===== config.mk =====
export PLATFORM = sky130hd
export DESIGN_NAME = sa_seq_alloc
export DESIGN_NICKNAME = d
export VERILOG_FILES = /design/src/rtl/sa_seq_pkg.sv /design/src/rtl/sa_seq_slot.sv /design/src/rtl/sa_seq_resp.sv /design/src/rtl/sa_seq_alloc.sv
export SDC_FILE = /design/constraint.sdc
export NUM_CORES = 1
export LEC_CHECK = 0
export BUFFER_PORTS_ARGS = -buffer_cell sky130_fd_sc_hd__buf_4
export CAP_MARGIN = 0
export CELL_PAD_IN_SITES_DETAIL_PLACEMENT = 1
export CELL_PAD_IN_SITES_GLOBAL_PLACEMENT = 1
export CORE_MARGIN = 3
export CORE_UTILIZATION = 46
export CTS_CLUSTER_DIAMETER = 60
export CTS_CLUSTER_SIZE = 8
export DETAILED_ROUTE_END_ITERATION = 12
export PLACE_DENSITY_LB_ADDON = 0.05
export SYNTH_ARGS = -nofsm -noshare
export SYNTH_HDL_FRONTEND = slang
export SYNTH_SLANG_ARGS = --single-unit

===== constraint.sdc =====
create_clock -name clk -period 3.97 [get_ports clk]
set_input_delay 0.397 -clock clk [delete_from_list [all_inputs] [get_ports clk]]
set_output_delay 0.397 -clock clk [all_outputs]
set_load 0.01 [all_outputs]

===== src/rtl/sa_seq_pkg.sv =====
package sa_seq_pkg;
    parameter int SEQ_W  = 64;
    parameter int WIRE_W = 32;

    localparam logic [SEQ_W-1:0] NARROW_MAX = {{(SEQ_W-WIRE_W){1'b0}}, {WIRE_W{1'b1}}};
    localparam logic [SEQ_W-1:0] WIDE_MAX   = {SEQ_W{1'b1}};

    typedef struct packed {
        logic [SEQ_W-1:0] cnt;
        logic             ext;
        logic             exh;
    } slot_t;

    typedef struct packed {
        logic             valid;
        logic             err;
        logic [SEQ_W-1:0] seq;
    } resp_t;

    function automatic logic [SEQ_W-1:0] limit_of(input logic ext);
        return ext ? WIDE_MAX : NARROW_MAX;
    endfunction
endpackage


===== src/rtl/sa_seq_slot.sv =====
module sa_seq_slot
    import sa_seq_pkg::*;
(
    input  logic             clk,
    input  logic             rst_n,
    input  logic             ld_en,
    input  logic             ld_ext,
    input  logic [SEQ_W-1:0] ld_last,
    input  logic             adv_en,
    output logic [SEQ_W-1:0] nxt_val,
    output logic             can_issue,
    output logic             exh_flag
);
    slot_t st_d, st_q;
    logic [SEQ_W-1:0] inc_val;
    logic             inc_last;

    always_comb begin
        inc_val  = st_q.cnt + 1'b1;
        inc_last = (inc_val == limit_of(st_q.ext));
        st_d     = st_q;
        if (ld_en) begin
            st_d.cnt = ld_last;
            st_d.ext = ld_ext;
            st_d.exh = ld_ext ? (ld_last == WIDE_MAX) : (ld_last >= NARROW_MAX);
        end else if (adv_en && !st_q.exh) begin
            st_d.cnt = inc_val;
            if (inc_last) begin
                st_d.exh = 1'b1;
            end
        end
    end

    always_ff @(posedge clk) begin
        if (!rst_n) begin
            st_q <= '0;
        end else begin
            st_q <= st_d;
        end
    end

    assign nxt_val   = inc_val;
    assign can_issue = !st_q.exh;
    assign exh_flag  = st_q.exh;
endmodule


===== src/rtl/sa_seq_resp.sv =====
module sa_seq_resp
    import sa_seq_pkg::*;
(
    input  logic              clk,
    input  logic              rst_n,
    input  logic              take,
    input  logic              ok,
    input  logic [SEQ_W-1:0]  val,
    output logic              out_valid,
    output logic              out_err,
    output logic [SEQ_W-1:0]  out_seq,
    output logic [WIRE_W-1:0] out_wire
);
    resp_t r_d, r_q;

    always_comb begin
        r_d       = '0;
        r_d.valid = take;
        r_d.err   = take && !ok;
        r_d.seq   = (take && ok) ? val : '0;
    end

    always_ff @(posedge clk) begin
        if (!rst_n) begin
            r_q <= '0;
        end else begin
            r_q <= r_d;
        end
    end

    assign out_valid = r_q.valid;
    assign out_err   = r_q.err;
    assign out_seq   = r_q.seq;
    assign out_wire  = r_q.seq[WIRE_W-1:0];
endmodule


===== src/rtl/sa_seq_alloc.sv =====
module sa_seq_alloc
    import sa_seq_pkg::*;
#(
    parameter int NUM_SA = 4,
    localparam int SA_W  = (NUM_SA > 1) ? $clog2(NUM_SA) : 1
) (
    input  logic              clk,
    input  logic              rst_n,
    input  logic              req_valid,
    input  logic [SA_W-1:0]   req_sa,
    input  logic              load_valid,
    input  logic [SA_W-1:0]   load_sa,
    input  logic              load_ext,
    input  logic [SEQ_W-1:0]  load_last,
    output logic              resp_valid,
    output logic              resp_err,
    output logic [SEQ_W-1:0]  resp_seq,
    output logic [WIRE_W-1:0] resp_wire,
    output logic [NUM_SA-1:0] exhausted
);
    logic [SEQ_W-1:0] slot_nxt [NUM_SA];
    logic [NUM_SA-1:0] slot_ok;
    logic [SEQ_W-1:0] sel_nxt;
    logic             sel_ok;

    for (genvar i = 0; i < NUM_SA; i++) begin : g_slot
        logic hit_req, hit_ld;
        assign hit_req = req_valid  && (req_sa  == SA_W'(i));
        assign hit_ld  = load_valid && (load_sa == SA_W'(i));

        sa_seq_slot u_slot (
            .clk      (clk),
            .rst_n    (rst_n),
            .ld_en    (hit_ld),
            .ld_ext   (load_ext),
            .ld_last  (load_last),
            .adv_en   (hit_req),
            .nxt_val  (slot_nxt[i]),
            .can_issue(slot_ok[i]),
            .exh_flag (exhausted[i])
        );
    end

    always_comb begin
        sel_nxt = '0;
        sel_ok  = 1'b0;
        for (int k = 0; k < NUM_SA; k++) begin
            if (req_sa == SA_W'(k)) begin
                sel_nxt = slot_nxt[k];
                sel_ok  = slot_ok[k];
            end
        end
    end

    sa_seq_resp u_resp (
        .clk      (clk),
        .rst_n    (rst_n),
        .take     (req_valid),
        .ok       (sel_ok),
        .val      (sel_nxt),
        .out_valid(resp_valid),
        .out_err  (resp_err),
        .out_seq  (resp_seq),
        .out_wire (resp_wire)
    );
endmodule


==> results.md, run 1 <==
- Status: finished clean
- Pleak: 8.644 nW
- Root Buffer: clkbuf_16
- Unrepaired setup endpoints after global routing: false
- HPWL after detailed placement: about 95000 um
- Synthesis-to-layout area growth: 14.29%
- Largest stage delay, worst path: 770 ps
- Register area share after synthesis: 27.45%
- IO Count: 175
- Placement Rows: 83
- Fin util: a little over half
- Routed wire per std cell: 31.41 um
- Initial drt markers: 2849
- Clock Sinks: 330
- Seq. cell area: 0.006606 mm2
- Mapped Nets: 3226
- Most frequent cells after synthesis: 516 x nor2_1, 330 x dfxtp_1, 242 x xnor2_1, 239 x nand2_1, 205 x a211oi_1
- GR Overflow Total: 0
- Top-count cell post-synth: nor2_1
- Hold violation count in the final report: 0
- VDD IR max: 326.0 uV
- Critical path data arrival time: 4390 ps
- Worst Skew: ~30 ps
- Synth top area share: 27.45%
- Total power: 9.482 mW
- CTS resizes: 0
- Net count of the finished layout: 3290
- # placed instances: 3835
- Vias in the first global route: between 20000 and 30000
- Yosys top cell by area: dfxtp_1
- Post-synth EDFFs: 0
- Number of fill cells in the layout: about 6400
- Worst skew pair latency: 620 ps
- CP delay by family, top: simple AND/OR/NAND/NOR gates
- Critical path fanouts, max: 7
- Synth Flop Type: dfxtp_1
- Number of setup buffers added after CTS: 0
- CTS hold repair buffers: 0
- CTS tree: built
- Synth Area per Inst: 7.652 um2
- Die Area: between 0.05 and 0.06 mm2
- Pre-CTS worst setup slack: approximately 290 ps
- Placer Congestion: around 1.1
- Final cycle utilization of the critical path: 97.43%
- Final worst slack: approximately 100 ps
- Synth top area cells: dfxtp_1 27%, xnor2_1 8.8%, nor2_1 8.0%
- # Max-Cap Violations: 0
- Die W: ~230 um
- Kind of critical path: reg2reg
- Starting Density: 46.72%
- Min-delay worst type: in2reg
- Synth Warn #: 0
- Slew Viols, Final: 0
- PortBufs: roughly 170
- Layout cell share with drive strength beyond 1: 14.48%
- Post-Route Setup TNS: 0 ps
- Max-slew headroom at the worst pin: between 30% and 40%
- Max frequency: 258.5 MHz
- Distinct cells, synth: 69
- DR DRC count: 0
- First-pass GRT wire length: 179700 um
- Pwr dens: ~340 mW/mm2
- Clock Tree Buf Depth: 3
- Final WL: about 120000 um
- Post-Syn Area: between 0.02 and 0.025 mm2
- Final Non-Filler Cells: 3907
- Tmin final: 3868 ps
- Synth Instances: 3145
- Yosys reg bits: 330
- Global Route Usage Sum: a little over two fifths
- Least-Margin Pin Slew: ~1000 ps
- Endpoint type of the worst setup path: flip-flop
- Clk slew on worst S/H paths: 60 ps
- # H-tree levels: 2
- WP buf/inv: 0
- CP cell instances: ha_1 > nand3_1 > or4_1 > and4bb_2 > xor2_1 > nand3_1 > or4_1 > nor4_1 > o22ai_1 > o31ai_1
- # setup viols final: 0
- Die height: 234.7 um
- Clock buffer count from CTS: between 50 and 60
- Detail Route Antenna Nets: 0
- Asr flop ratio synth: 0%
- Largest net degree at the start of global routing: ~130
- Critical Path RT: 4490 ps
- Worst path slowest cell: or4_1
- Initial antenna violation count: 8
- Crit path launch type: flip-flop
- Multi-input combinational cell area: 0.01610 mm2
- Total number of vias: ~27000
- Core area: roughly 0.05 mm2
- Number of detailed-route iterations in the first pass: 5
- Avg Vias per Cell: 6.828
stage by stage:
step	hold WS (ps)	area [um2]
6_report	125.6	27500
3_5_place_dp	559.9	26010
3_3_place_gp	540.7	26010
2_1_floorplan	499.8	24070
5_1_grt	134.7	27500
4_1_cts	100.4	27500
flip-flops by register name, summed over array words and instances, names as in the netlist:
name and cells:
g_slot.u_slot.exh_flag 4, g_slot.u_slot.st_q 260, u_resp.out_valid 1, u_resp.out_seq 64
u_resp.out_err 1
final timing paths:
check                                                from                         to  slack, ps  cells after the start
worst max-delay path             g_slot[0].u_slot.st_q[2]  g_slot[0].u_slot.exh_flag        100                     10
worst min-delay path                         load_last[1]   g_slot[2].u_slot.st_q[3]        130                      3
worst max register to register   g_slot[0].u_slot.st_q[2]  g_slot[0].u_slot.exh_flag        100                     10
worst min register to register  g_slot[0].u_slot.st_q[38]  g_slot[0].u_slot.st_q[38]        590                      2
cell usage in the layout, fill, tap and decap left out, types with 105 or more instances in the layout:
cell type / n
nor2_1: 515
buf_4: 307
xnor2_1: 242
nand2_1: 239
a211oi_1: 205
nor3_1: 105
nand4_1: 175
xor2_1: 183
dfxtp_1: 330
nand3_1: 161
final cells by class:
type | instances | share of cell area, %
multi-input cells | 2487 | 58.55
inverters | 30 | 0.4367
clock inverters | 11 | 0.4458
well taps | 680 | 3.093
repair buffers | 308 | 8.452
clock buffers | 60 | 4.990
diodes | 1 | 0.009098
flip-flops and latches | 330 | 24.02
metal layers:
| layer | wire length, um | global-route usage (%) | share of wire [%] | up-vias |
|---|---|---|---|---|
| li1 | - | - | - | 11467 |
| met1 | 47990 | 55.76 | 39 | 13282 |
| met2 | 54070 | 65.95 | 44 | 1586 |
| met3 | 14660 | 12.66 | 12 | 335 |
| met4 | 5951 | 18.20 | 4.8 | 6 |
| met5 | 47 | 0 | 0.038 | - |
logic make-up after synthesis:
group / synth area share, %
XOR/XNOR: 15.47
flip-flops: 27.45
adder cells (fa/ha/maj): 0.4159
buffers and inverters: 5.854
AO/OA/AOI/OAI: 12.25
multiplexers: 5.537
AND/OR/NAND/NOR: 33.02
worst min-delay path: stages:
cell and delay [ps]:
buf_4 170, nand2_1 70, a21oi_1 60
power by group:
group	total [mW]	internal (mW)	switching, mW
clock	4.28	2.54	1.75
sequential	3.77	3.48	0.288
combinational	1.43	0.515	0.915
Power figures use the tool's default switching activity.
==> inputs of run 2 (changes only) <==
--- a/config.mk
+++ b/config.mk
@@ -17,2 +17,3 @@
 export PLACE_DENSITY_LB_ADDON = 0.05
+export RECOVER_POWER = 50
 export SYNTH_ARGS = -nofsm -noshare
--- a/constraint.sdc
+++ b/constraint.sdc
@@ -3,2 +3,2 @@
 set_output_delay 0.397 -clock clk [all_outputs]
-set_load 0.01 [all_outputs]
+set_load 0.005 [all_outputs]
==> run 2 against run 1 <==
Effect of this change: first-iteration DRC count fell by 5.7%; the run now ends with capacitance limit, slew limit left; combinational power barely moved; sequential power hardly changed; critical path depth is the same; clock power hardly changed.
==> results.md, run 2 (synthesis results as in run 1) <==
- Critical path fanouts, max: 7 (unchanged)
- Vias in the first global route: 26623 (unchanged)
- CTS hold repair buffers: 0 (unchanged)
- Hold violation count in the final report: 0 (unchanged)
- R2r startpoint: g_slot[0].u_slot.st_q[2] (unchanged)
- VDD IR max: 327.9 uV (was 326.0 uV)
- R2R Setup Slk: 90 ps (was 100 ps)
- Hold slack final: 127.5 ps (was 125.6 ps)
- Final cycle utilization of the critical path: 97.66% (was 97.43%)
- Max-slew headroom at the worst pin: -6.797% (was 33.54%)
- N_diodes: 0 (was 1)
- Final instance area: 0.02731 mm2 (was 0.02750 mm2)
- Layout cell share with drive strength beyond 1: 13.08% (was 14.48%)
- Starting Density: 46.72% (unchanged)
- DR DRC count: 0 (unchanged)
- Root Buffer: clkbuf_16 (unchanged)
- Worst skew pair latency: 620 ps (about the same)
- Initial antenna violation count: 8 (unchanged)
- GR Overflow Total: 0 (unchanged)
- Clock Sinks: 330 (unchanged)
- First-pass GRT wire length: 179700 um (unchanged)
- Min-delay worst type: in2reg (unchanged)
- CTS resizes: 0 (unchanged)
- IO Count: 175 (unchanged)
- Critical path data arrival time: 4390 ps (about the same)
- # setup viols final: 0 (unchanged)
- Placer Congestion: 1.084 (unchanged)
- Least-Margin Pin Slew: 1602 ps (was 996.9 ps)
- # H-tree levels: 2 (unchanged)
- Number of detailed-route iterations in the first pass: 5 (unchanged)
- Die Area: 0.05510 mm2 (unchanged)
- Post-Route Setup TNS: 0 ps (unchanged)
- Die W: 234.7 um (unchanged)
- Max reg flops: 260 (unchanged)
- Status: finished with violations (was finished clean)
- Detail Route Antenna Nets: 0 (unchanged)
- Crit. Startpoint: g_slot[0].u_slot.st_q[2] (unchanged)
- Global Route Usage Sum: 42.79% (unchanged)
- FF-to-FF path depth: 10 (unchanged)
- Commonest non-fill, non-tap cells in the layout: 515 x nor2_1, 330 x dfxtp_1, 242 x xnor2_1 (was 515 x nor2_1, 330 x dfxtp_1, 307 x buf_4)
- Placed instance area: 0.02601 mm2 (unchanged)
- Die height: 234.7 um (unchanged)
- Crit path launch type: flip-flop (unchanged)
- Failing checks: capacitance limit, slew limit
- Placement Rows: 83 (unchanged)
- Endpoint type of the worst setup path: flip-flop (unchanged)
- PortBufs: 174 (unchanged)
- Clock Tree Buf Depth: 3 (unchanged)
- Pleak: 8.441 nW (was 8.644 nW)
- Unrepaired setup endpoints after global routing: false (unchanged)
- Avg Vias per Cell: 6.844 (was 6.828)
- Worst Skew: 27.56 ps (was 29.59 ps)
- Initial drt markers: 2686 (was 2849)
- Total power: 9.450 mW (was 9.482 mW)
- Max frequency: 257.9 MHz (was 258.5 MHz)
- Pre-CTS worst setup slack: 294.7 ps (unchanged)
- Pwr dens: 346.0 mW/mm2 (was 344.8 mW/mm2)
- Largest net degree at the start of global routing: 125 (unchanged)
- Reg2Reg Capture Point: g_slot[0].u_slot.exh_flag (unchanged)
- Number of setup buffers added after CTS: 0 (unchanged)
- Synthesis-to-layout area growth: 13.49% (was 14.29%)
- Critical Path RT: 4490 ps (about the same)
- # Max-Cap Violations: 1 (was 0)
- Slew Viols, Final: 25 (was 0)
- Core area: 0.05151 mm2 (unchanged)
- CTS tree: built (unchanged)
- Kind of critical path: reg2reg (unchanged)
- Net count of the finished layout: 3290 (unchanged)
- Tmin final: 3877 ps (was 3868 ps)
- Final WL: 122400 um (was 122700 um)
- Worst Setup EP: g_slot[0].u_slot.exh_flag (unchanged)
- Commonest non-fill, non-tap cell in the layout: nor2_1 (unchanged)
- Routed wire per std cell: 31.35 um (was 31.41 um)
- Final worst slack: 92.94 ps (was 101.9 ps)
- Clk slew on worst S/H paths: 50 ps (was 60 ps)
- Clock buffer count from CTS: 52 (unchanged)
- Total number of vias: 26734 (was 26676)
- HPWL after detailed placement: 94740 um (unchanged)
- Hold path depth: 3 (unchanged)
- Top reg by flops: g_slot.u_slot.st_q (unchanged)
run 2: cell count changes in the layout (fill, tap and decap cells not counted), sizes merged:
| cell | delta |
|---|---|
| diode | -1 |
| clkbuf | +117 |
| buf | -117 |
run 2: worst min-delay path by stage:
stage | from | end | slack (ps)
final | load_last[1] | g_slot[3].u_slot.st_q[3] | 130
after global routing | load_last[59] | g_slot[1].u_slot.st_q[61] | 130
after CTS | load_last[1] | g_slot[2].u_slot.st_q[3] | 100
after detailed placement | g_slot[0].u_slot.st_q[38] | g_slot[0].u_slot.st_q[38] | 560
after global placement | g_slot[0].u_slot.st_q[38] | g_slot[0].u_slot.st_q[38] | 540
after floorplan | g_slot[1].u_slot.st_q[1] | g_slot[1].u_slot.st_q[1] | 500
run 2: per-stage QoR:
| step | utilization, % | instances |
|---|---|---|
| floorplan | - | 3145 |
| global placement | 50.49 | 3835 |
| detailed placement | 50.49 | 3835 |
| CTS | 53.39 | 3906 |
| global route | 53.02 | 3906 |
| finish | 53.02 | 3906 |
run 2: cell type report:
| type | instances | area [um2] |
|---|---|---|
| fill | 6403 | 24200 |
| multi-input combinational | 2487 | 16070 |
| sequential | 330 | 6606 |
| timing repair buffer | 308 | 2173 |
| clock buffer | 60 | 1373 |
| tap | 680 | 850.8 |
| clock inverter | 11 | 122.6 |
| inverter | 30 | 120.1 |
run 2: where the power goes:
part | switching [mW] | total, mW | leakage, nW | internal, mW
Sequential | 0.287 | 3.77 | 2.70 | 3.48
Clock | 1.74 | 4.28 | 0.735 | 2.54
Combinational | 0.901 | 1.40 | 5.01 | 0.503
run 2: metal layers:
layer  part of all wire [%]  up-vias  wire [um]  global-route usage, %
met2                     44     1600      53480                  65.95
met4                    5.2        6       6308                  18.20
li1                       -    11463          -                      -
met1                     39    13292      47800                  55.76
met5                  0.029        -         36                      0
met3                     12      373      14820                  12.66
run 2: worst max-delay path, stage by stage, from the launching register on:
cell	delay (ps)
dfxtp_1	550
ha_1	290
nand3_1	270
or4_1	760
and4bb_2	430
xor2_1	300
nand3_1	100
or4_1	400
nor4_1	270
o22ai_1	150
o31ai_1	250
